### src/rtl/dacc_pkg.sv
package dacc_pkg;

    localparam int CODE_W    = 12;
    localparam int BUS_W     = 32;
    localparam int CTRL_W    = 8;
    localparam int CODE_LSB  = 16;
    localparam int OFS_W     = 3;
    localparam logic [CTRL_W-1:0] CTRL_MASK = 8'h33;
    localparam logic [OFS_W-1:0]  OFS_CTRL  = 3'd0;
    localparam logic [OFS_W-1:0]  OFS_DATA  = 3'd4;

    typedef enum logic [1:0] {
        RNG_OFF    = 2'b00,
        RNG_EXTREF = 2'b01,
        RNG_INTREF = 2'b10,
        RNG_SUPPLY = 2'b11
    } range_e;

    typedef struct packed {
        logic [1:0] rsv_hi;
        logic       upd_tmr;
        logic       run;
        logic [1:0] rsv_lo;
        range_e     rng;
    } ctrl_t;

    typedef enum logic [1:0] {
        SEL_NONE = 2'd0,
        SEL_CTRL = 2'd1,
        SEL_DATA = 2'd2
    } regsel_e;

    function automatic regsel_e decode_ofs(input logic [OFS_W-1:0] ofs);
        if (ofs == OFS_CTRL)      return SEL_CTRL;
        else if (ofs == OFS_DATA) return SEL_DATA;
        else                      return SEL_NONE;
    endfunction

    function automatic logic [BUS_W-1:0] pack_code(input logic [CODE_W-1:0] c);
        logic [BUS_W-1:0] w;
        w = '0;
        w[CODE_LSB +: CODE_W] = c;
        return w;
    endfunction

endpackage

### src/rtl/dacc_decode.sv
module dacc_decode
    import dacc_pkg::*;
#(
    parameter int NUM_CH = 4,
    parameter int ADDR_W = 6
) (
    input  logic [ADDR_W-1:0] addr_i,
    output regsel_e           sel_o,
    output logic [NUM_CH-1:0] ch_oh_o
);
    localparam int IDX_W = ADDR_W - OFS_W;

    logic [IDX_W-1:0] idx;
    regsel_e          sel;

    assign idx   = addr_i[ADDR_W-1:OFS_W];
    assign sel   = decode_ofs(addr_i[OFS_W-1:0]);
    assign sel_o = sel;

    for (genvar i = 0; i < NUM_CH; i++) begin : g_hit
        assign ch_oh_o[i] = (idx == IDX_W'(i)) && (sel != SEL_NONE);
    end

endmodule

### src/rtl/dacc_chan.sv
module dacc_chan
    import dacc_pkg::*;
(
    input  logic              clk_i,
    input  logic              rst_i,
    input  logic              wr_ctrl_i,
    input  logic              wr_data_i,
    input  logic [BUS_W-1:0]  wdata_i,
    input  logic              tmr_upd_i,
    output logic [CTRL_W-1:0] ctrl_o,
    output logic [CODE_W-1:0] data_o,
    output logic [CODE_W-1:0] code_o,
    output logic              oe_o,
    output logic [1:0]        range_o
);
    ctrl_t             ctrl_q;
    logic [CTRL_W-1:0] ctrl_bits;
    logic [CODE_W-1:0] data_q;
    logic [CODE_W-1:0] out_q;
    logic              powered;

    assign ctrl_bits = ctrl_q;

    always_ff @(posedge clk_i) begin
        if (rst_i)          ctrl_q <= '0;
        else if (wr_ctrl_i) ctrl_q <= ctrl_t'(wdata_i[CTRL_W-1:0] & CTRL_MASK);
    end

    always_ff @(posedge clk_i) begin
        if (rst_i)            data_q <= '0;
        else if (!ctrl_q.run) data_q <= '0;
        else if (wr_data_i)   data_q <= wdata_i[CODE_LSB +: CODE_W];
    end

    always_ff @(posedge clk_i) begin
        if (rst_i)                            out_q <= '0;
        else if (!ctrl_q.upd_tmr || tmr_upd_i) out_q <= data_q;
    end

    assign powered = (ctrl_q.rng != RNG_OFF);
    assign ctrl_o  = ctrl_bits;
    assign data_o  = data_q;
    assign code_o  = powered ? out_q : '0;
    assign oe_o    = powered;
    assign range_o = ctrl_q.rng;

    // reserved control bits never hold a 1
    assert_rsvd_zero_R3: assert property (@(posedge clk_i) disable iff (rst_i)
        (ctrl_bits & ~CTRL_MASK) == '0);

    // run bit low empties the data register on the next edge
    assert_clear_hold_R5: assert property (@(posedge clk_i) disable iff (rst_i)
        !ctrl_q.run |=> (data_q == '0));

    // immediate mode output tracks the data register one edge later
    assert_imm_follow_R6: assert property (@(posedge clk_i) disable iff (rst_i)
        !ctrl_q.upd_tmr |=> (out_q == $past(data_q)));

    // timer mode output is frozen between strobes
    assert_tmr_hold_R7: assert property (@(posedge clk_i) disable iff (rst_i)
        (ctrl_q.upd_tmr && !tmr_upd_i) |=> $stable(out_q));

endmodule

### src/rtl/dacc_rdmux.sv
module dacc_rdmux
    import dacc_pkg::*;
#(
    parameter int NUM_CH = 4
) (
    input  logic                          clk_i,
    input  logic                          rst_i,
    input  logic                          rd_i,
    input  regsel_e                       sel_i,
    input  logic [NUM_CH-1:0]             ch_oh_i,
    input  logic [NUM_CH-1:0][CTRL_W-1:0] ctrl_i,
    input  logic [NUM_CH-1:0][CODE_W-1:0] data_i,
    output logic [BUS_W-1:0]              rdata_o
);
    logic [BUS_W-1:0] rd_val;
    logic [BUS_W-1:0] rdata_q;

    always_comb begin
        rd_val = '0;
        for (int i = 0; i < NUM_CH; i++) begin
            if (ch_oh_i[i]) begin
                if (sel_i == SEL_CTRL)      rd_val = {{(BUS_W-CTRL_W){1'b0}}, ctrl_i[i]};
                else if (sel_i == SEL_DATA) rd_val = pack_code(data_i[i]);
            end
        end
    end

    always_ff @(posedge clk_i) begin
        if (rst_i)     rdata_q <= '0;
        else if (rd_i) rdata_q <= rd_val;
    end

    assign rdata_o = rdata_q;

    // a read that hits no register returns zero
    assert_unmapped_zero_R9: assert property (@(posedge clk_i) disable iff (rst_i)
        (rd_i && (ch_oh_i == '0)) |=> (rdata_o == '0));

endmodule

### src/rtl/dacc_regbank.sv
module dacc_regbank
    import dacc_pkg::*;
#(
    parameter int NUM_CH = 4,
    parameter int ADDR_W = 6
) (
    input  logic                     clk_i,
    input  logic                     rst_i,
    input  logic                     bus_wr_i,
    input  logic                     bus_rd_i,
    input  logic [ADDR_W-1:0]        bus_addr_i,
    input  logic [BUS_W-1:0]         bus_wdata_i,
    output logic [BUS_W-1:0]         bus_rdata_o,
    input  logic                     tmr_upd_i,
    output logic [NUM_CH*CODE_W-1:0] dac_code_o,
    output logic [NUM_CH-1:0]        dac_oe_o,
    output logic [NUM_CH*2-1:0]      dac_range_o
);
    regsel_e                       sel;
    logic [NUM_CH-1:0]             ch_oh;
    logic [NUM_CH-1:0][CTRL_W-1:0] ctrl_all;
    logic [NUM_CH-1:0][CODE_W-1:0] data_all;

    dacc_decode #(.NUM_CH(NUM_CH), .ADDR_W(ADDR_W)) u_dec (
        .addr_i  (bus_addr_i),
        .sel_o   (sel),
        .ch_oh_o (ch_oh)
    );

    for (genvar i = 0; i < NUM_CH; i++) begin : g_ch
        logic wr_c;
        logic wr_d;
        assign wr_c = bus_wr_i && ch_oh[i] && (sel == SEL_CTRL);
        assign wr_d = bus_wr_i && ch_oh[i] && (sel == SEL_DATA);

        dacc_chan u_chan (
            .clk_i     (clk_i),
            .rst_i     (rst_i),
            .wr_ctrl_i (wr_c),
            .wr_data_i (wr_d),
            .wdata_i   (bus_wdata_i),
            .tmr_upd_i (tmr_upd_i),
            .ctrl_o    (ctrl_all[i]),
            .data_o    (data_all[i]),
            .code_o    (dac_code_o[i*CODE_W +: CODE_W]),
            .oe_o      (dac_oe_o[i]),
            .range_o   (dac_range_o[i*2 +: 2])
        );
    end

    dacc_rdmux #(.NUM_CH(NUM_CH)) u_rd (
        .clk_i   (clk_i),
        .rst_i   (rst_i),
        .rd_i    (bus_rd_i),
        .sel_i   (sel),
        .ch_oh_i (ch_oh),
        .ctrl_i  (ctrl_all),
        .data_i  (data_all),
        .rdata_o (bus_rdata_o)
    );

endmodule

### config.mk
export PLATFORM = sky130hd
export DESIGN_NAME = dacc_regbank
export DESIGN_NICKNAME = d
export VERILOG_FILES = /design/src/rtl/dacc_pkg.sv /design/src/rtl/dacc_decode.sv /design/src/rtl/dacc_chan.sv /design/src/rtl/dacc_rdmux.sv /design/src/rtl/dacc_regbank.sv
export SDC_FILE = /design/constraint.sdc
export NUM_CORES = 1
export LEC_CHECK = 0
export ABC_AREA = 1
export CAP_MARGIN = 20
export CORE_MARGIN = 4
export CORE_UTILIZATION = 45
export DETAILED_ROUTE_END_ITERATION = 16
export GPL_ROUTABILITY_DRIVEN = 1
export PLACE_DENSITY_LB_ADDON = 0.3
export SKIP_CTS_REPAIR_TIMING = 1
export SLEW_MARGIN = 5
export SYNTH_ARGS = -nofsm -noshare
export SYNTH_HDL_FRONTEND = slang
export SYNTH_SLANG_ARGS = --single-unit
### constraint.sdc
create_clock -name clk_i -period 1.1 [get_ports clk_i]
set_input_delay 0.165 -clock clk_i [delete_from_list [all_inputs] [get_ports clk_i]]
set_output_delay 0.165 -clock clk_i [all_outputs]
set_load 0.1 [all_outputs]
After elaboration in Yosys (flattened, before gate mapping)

Cells that the tools add are included.

Bits in registers: 144
Bits of input ports: 43
Logic and storage cells: 84
Output and inout bits: 92

Equal/unequal tests: 6
Bitwise operators: 4
Reduce and logical (&&, ||, !) cells: 35
Multiplexer cells: 18

Operators with widths:

| cell                                                 | number |
|---|---|
| 2-to-1 mux 32 bit                                    | 11 |
| 2-to-1 mux 12 bit                                    | 4 |
| 2-to-1 mux 28 bit                                    | 1 |
| logical AND 1 bit                                    | 16 |
| nonzero test 2 bit                                   | 5 |
| OR reduction 2 bit                                   | 4 |
| equality test 3 x 2 -> 1 bit (second input constant) | 2 |
| logical NOT 3 bit                                    | 2 |
| logical NOT 1 bit                                    | 4 |
| logical OR 1 bit                                     | 4 |
| 2-to-1 mux 2 bit                                     | 2 |
| inverter 1 bit                                       | 4 |
| equality test 3 x 1 -> 1 bit (second input constant) | 1 |
| equality test 3 bit (second input constant)          | 1 |
| equality test 2 x 1 -> 1 bit (second input constant) | 1 |
| equality test 2 bit (second input constant)          | 1 |

Logic depth before layout (Yosys ltp)

Depth after elaboration: 16
Mapped depth: 10
Gate-level depth less buffers: 10

Cells and area by module

A second synthesis with hierarchy kept.

Cell total of the unflattened synthesis: 1,001
Area, all modules: 6,647.6 um^2

By module, submodules not included:

| module       | cells each | times used | sequential area each (um^2) | area each (um^2) |
|---|---|---|---|---|
| dacc_chan    | 172        | 4          | 560.5                       | 1,182.4 |
| dacc_rdmux   | 281        | 1          | 400.4                       | 1,795.5 |
| dacc_decode  | 16         | 1          | 0.0                         | 62.6 |
| dacc_regbank | 16         | 1          | 0.0                         | 60.1 |

Worst setup path before layout

Ideal clock, no wire load.

Kind: reg-to-output
Start point: register g_ch[0].u_chan.ctrl_q (netlist bit g_ch[0].u_chan.range_o[0])
End point: output dac_code_o[10]
Path buffers: 1
Path slack: -948 ps
Stages on the path, launching flop included: 4
Required time: 935 ps
Data arrival time: 1,883 ps
Cell sequence: dfxtp_1 nor2_1 clkbuf_1 nor2_1

Longest elaborated chain between the ends: 2

Ends and longest elaborated chain:

| item                   | RTL line           | source |
|---|---|---|
| start, declared        | dacc_chan.sv:16    | `ctrl_t ctrl_q;` |
| start signal, assigned | dacc_chan.sv:26    | `else if (wr_ctrl_i) ctrl_q <= ctrl_t'(wdata_i[CTRL_W-1:0] & CTRL_MASK);` |
| nonzero test 2 bit     | dacc_chan.sv:40    | `assign powered = (ctrl_q.rng != RNG_OFF);` |
| 2-to-1 mux 12 bit      | dacc_chan.sv:43    | `assign code_o = powered ? out_q : '0;` |
| end, declared          | dacc_regbank.sv:15 | `output logic [NUM_CH*CODE_W-1:0] dac_code_o,` |

No other way between the ends.

Final worst setup path

Start point: register g_ch[2].u_chan.ctrl_q (netlist bit g_ch[2].u_chan.range_o[0])
End point: output dac_code_o[26]

Longest elaborated chain between the ends: 2

Ends and longest elaborated chain:

| item                   | RTL line |
|---|---|
| start, declared        | dacc_chan.sv:16 |
| start signal, assigned | dacc_chan.sv:26 |
| nonzero test 2 bit     | dacc_chan.sv:40 |
| 2-to-1 mux 12 bit      | dacc_chan.sv:43 |

No other way between the ends.

==> impl_metrics.env <==
export IMPL_syn_area_sq_mm=0.00561
export IMPL_critPathKind="reg -> out"
export IMPL_place_ws_ns=-0.783
export IMPL_clk_pin_slew_ns=0.06
export IMPL_drt_first_pass_iters=5
export IMPL_first_global_vias=5649
export IMPL_synth_compound_area_share_pct=20.5
export IMPL_clock_latency_ns=0.42
export IMPL_ios=135
export IMPL_grt_overflow_total=0
export IMPL_die_y_um=120
export IMPL_crit_fanout=10
export IMPL_start_util_pct=46.3
export IMPL_fp_row_count=40
export IMPL_fin_nets=992
export IMPL_ys_seq_area_share_pct=45.7
export IMPL_grt_first_pass_wirelength_mm=28.7
export IMPL_setup_viol=75
export IMPL_routed_via_density=5.14
export IMPL_routed_wl_mm=18.7
export IMPL_cts_buffers=17
export IMPL_ctsHtreeMaxLevel=4
export IMPL_max_cap_violations=0
export IMPL_status="finished, violations left"
export IMPL_antenna_found_initial=0
export IMPL_postSynthCellCount=775
export IMPL_synth_cell_types=28
export IMPL_rsz0062_at_grt="true"
export IMPL_synth_top_family_by_area="simple AND/OR/NAND/NOR gates"
export IMPL_die_w_um=120
export IMPL_drc=0
export IMPL_grtUsageTotal_pct=25.2
export IMPL_place_hpwl_mm=13.7
export IMPL_synthAdderAreaFrac_pct=0
export IMPL_clockBufferDepth=2
export IMPL_muxShareOfSynthArea_pct=0
export IMPL_p_leak_nw=3.62
export IMPL_drive_above_1_share_pct=37.5
export IMPL_fillCellCount=834
export IMPL_portBuffers=102
export IMPL_finClkSkew_ns=0.00705
export IMPL_yosysWarnings=0
export IMPL_synth_seq_cells=128
export IMPL_critPathRequiredTime_ns=0.94
export IMPL_core_sq_mm=0.0121
export IMPL_arrival_ns=1.35
export IMPL_async_reset_ff_share_pct=0
export IMPL_violations="setup timing"
export IMPL_syn_avg_cell_area_sq_um=7.23
export IMPL_dpl_cell_count=1073
export IMPL_drtAntennaViolNets=0
export IMPL_n_antenna_cell=0
export IMPL_hold_viol_final=0
export IMPL_final_cells=1129
export IMPL_power_mw=11.0
export IMPL_synthSimpleGateAreaFrac_pct=20.6
export IMPL_cts_root_buf="clkbuf_16"
export IMPL_min_period_ns=1.51
export IMPL_setup_ws_ns=-0.411
export IMPL_drt_iter0_drc=483
export IMPL_wl_per_cell_um=16.5
export IMPL_yosys_most_used_dff="dfxtp_1"
export IMPL_fin_crit_sh_pct=137
export IMPL_grt_max_degree=41
export IMPL_min_path_type="in -> reg"
export IMPL_synth_xor_area_share_pct=0
export IMPL_ir_drop_v=0.00153
export IMPL_crit_path_start_kind="flop"
export IMPL_synth_edff_count=0
export IMPL_cts_tree="yes"
export IMPL_p_per_area_mw_per_mm2=1170
export IMPL_final_util_pct=77.8
export IMPL_finalWeightedCongestion=0.939
export IMPL_area_growth_pct=68.0
export IMPL_vias=5806
export IMPL_dieArea_sq_mm=0.0143
export IMPL_max_freq_mhz=662
export IMPL_drv_slew=0
export IMPL_end_kind="output port"
export IMPL_cts_num_sinks=128
[flip-flops by register name (all words and copies together) (netlist names)]
name                 flops
g_ch.u_chan.ctrl_o       8
g_ch.u_chan.data_o      48
g_ch.u_chan.out_q       48
g_ch.u_chan.range_o      8
u_rd.rdata_o            16
[Yosys cell counts, types with 2 or more instances]
cell      count  area (sq um)
nand2_1      94           353
dfxtp_1     128          2560
nor2_4        6          67.6
o211ai_1      5          37.5
clkbuf_1     24          90.1
nor2_1      130           488
o21ai_0     115           576
inv_2         5          18.8
nand4_1      10          62.6
a211oi_1      3          22.5
buf_6         3          33.8
a21oi_1      90           450
inv_1        88           330
nand3_1      14          70.1
buf_4        28           210
nor2_2        2          12.5
nand2_2       4          25.0
clkinv_1      2          7.51
a21oi_2       7          61.3
buf_2         9          45.0
[power by group]
group | leakage (nW) | internal [mW] | switching, mW | total (mW)
clock | 0.276 | 3.20 | 2.22 | 5.42
sequential | 1.05 | 4.63 | 0.00709 | 4.64
combinational | 2.30 | 0.289 | 0.632 | 0.922
total | 3.62 | 8.12 | 2.86 | 11.0
[cells in the final DEF, fill, tap and decap left out, types with 5 or more instances in the layout]
master	count
buf_4	71
o21ai_0	102
dfxtp_4	7
buf_12	85
nand3_1	13
nor2_1	67
dfxtp_1	103
nand2_1	84
nand4_1	10
nor2_4	63
inv_2	12
dfxtp_2	18
conb_1	16
buf_6	23
a21oi_1	89
nor2_2	8
inv_6	5
o21ai_1	12
a21oi_2	8
clkbuf_16	17
nand2_2	12
clkdlybuf4s50_1	17
o211ai_1	5
inv_1	76
[worst max-delay path, cell delays in order (launching register included)]
cell     delay (ns)
dfxtp_2        0.34
nor2_4         0.17
buf_12         0.19
nor2_4         0.06
buf_12         0.16
[final timing paths]
check	from	to	slack, ns	depth (start not counted)
worst min register to register	g_ch[3].u_chan.data_o[8]$_SDFFE_PP0P_	g_ch[3].u_chan.data_o[8]$_SDFFE_PP0P_	0.48	2
worst max register to register	g_ch[0].u_chan.range_o[1]$_SDFFE_PP0P_	u_rd.rdata_o[1]$_SDFFE_PP0P_	0.02	6
worst min-delay path	bus_addr_i[4]	u_rd.rdata_o[5]$_SDFFE_PP0P_	0.23	5
worst max-delay path	g_ch[2].u_chan.range_o[0]$_SDFFE_PP0P_	dac_code_o[26]	-0.41	4
[logic make-up after synthesis]
kind of cell | count (synthesis)
flops | 128
other cells | 1
buf+inv | 159
compound gates | 220
simple gates | 267
[metrics by stage]
stage	area [sq um]	hold slack [ns]	TNS, ns
floorplan	6260	0.252	-6.78
global placement	8420	0.462	-72.32
detailed placement	8420	0.468	-76.70
CTS	8990	0.371	-45.01
global route	9420	0.312	-23.81
finish	9420	0.234	-21.24
[routing by layer]
metal | track usage [%] | vias to the layer above | routed length (um)
met5 | 0 | - | 0
met1 | 30.9 | 2664 | 7620
met2 | 43.1 | 277 | 9080
li1 | - | 2807 | -
met3 | 5.28 | 58 | 1260
met4 | 10.3 | 0 | 714
[area by class of cell]
type / instances / area [sq um] / area share [%]
inverter: 95 / 388 / 4.12
clock buffer: 18 / 439 / 4.66
sequential: 128 / 2610 / 27.7
multi-input combinational: 503 / 2890 / 30.7
tap: 168 / 210 / 2.23
clock inverter: 13 / 128 / 1.36
timing repair buffer: 204 / 2750 / 29.2
No activity file was read; power rests on OpenSTA's default activity.
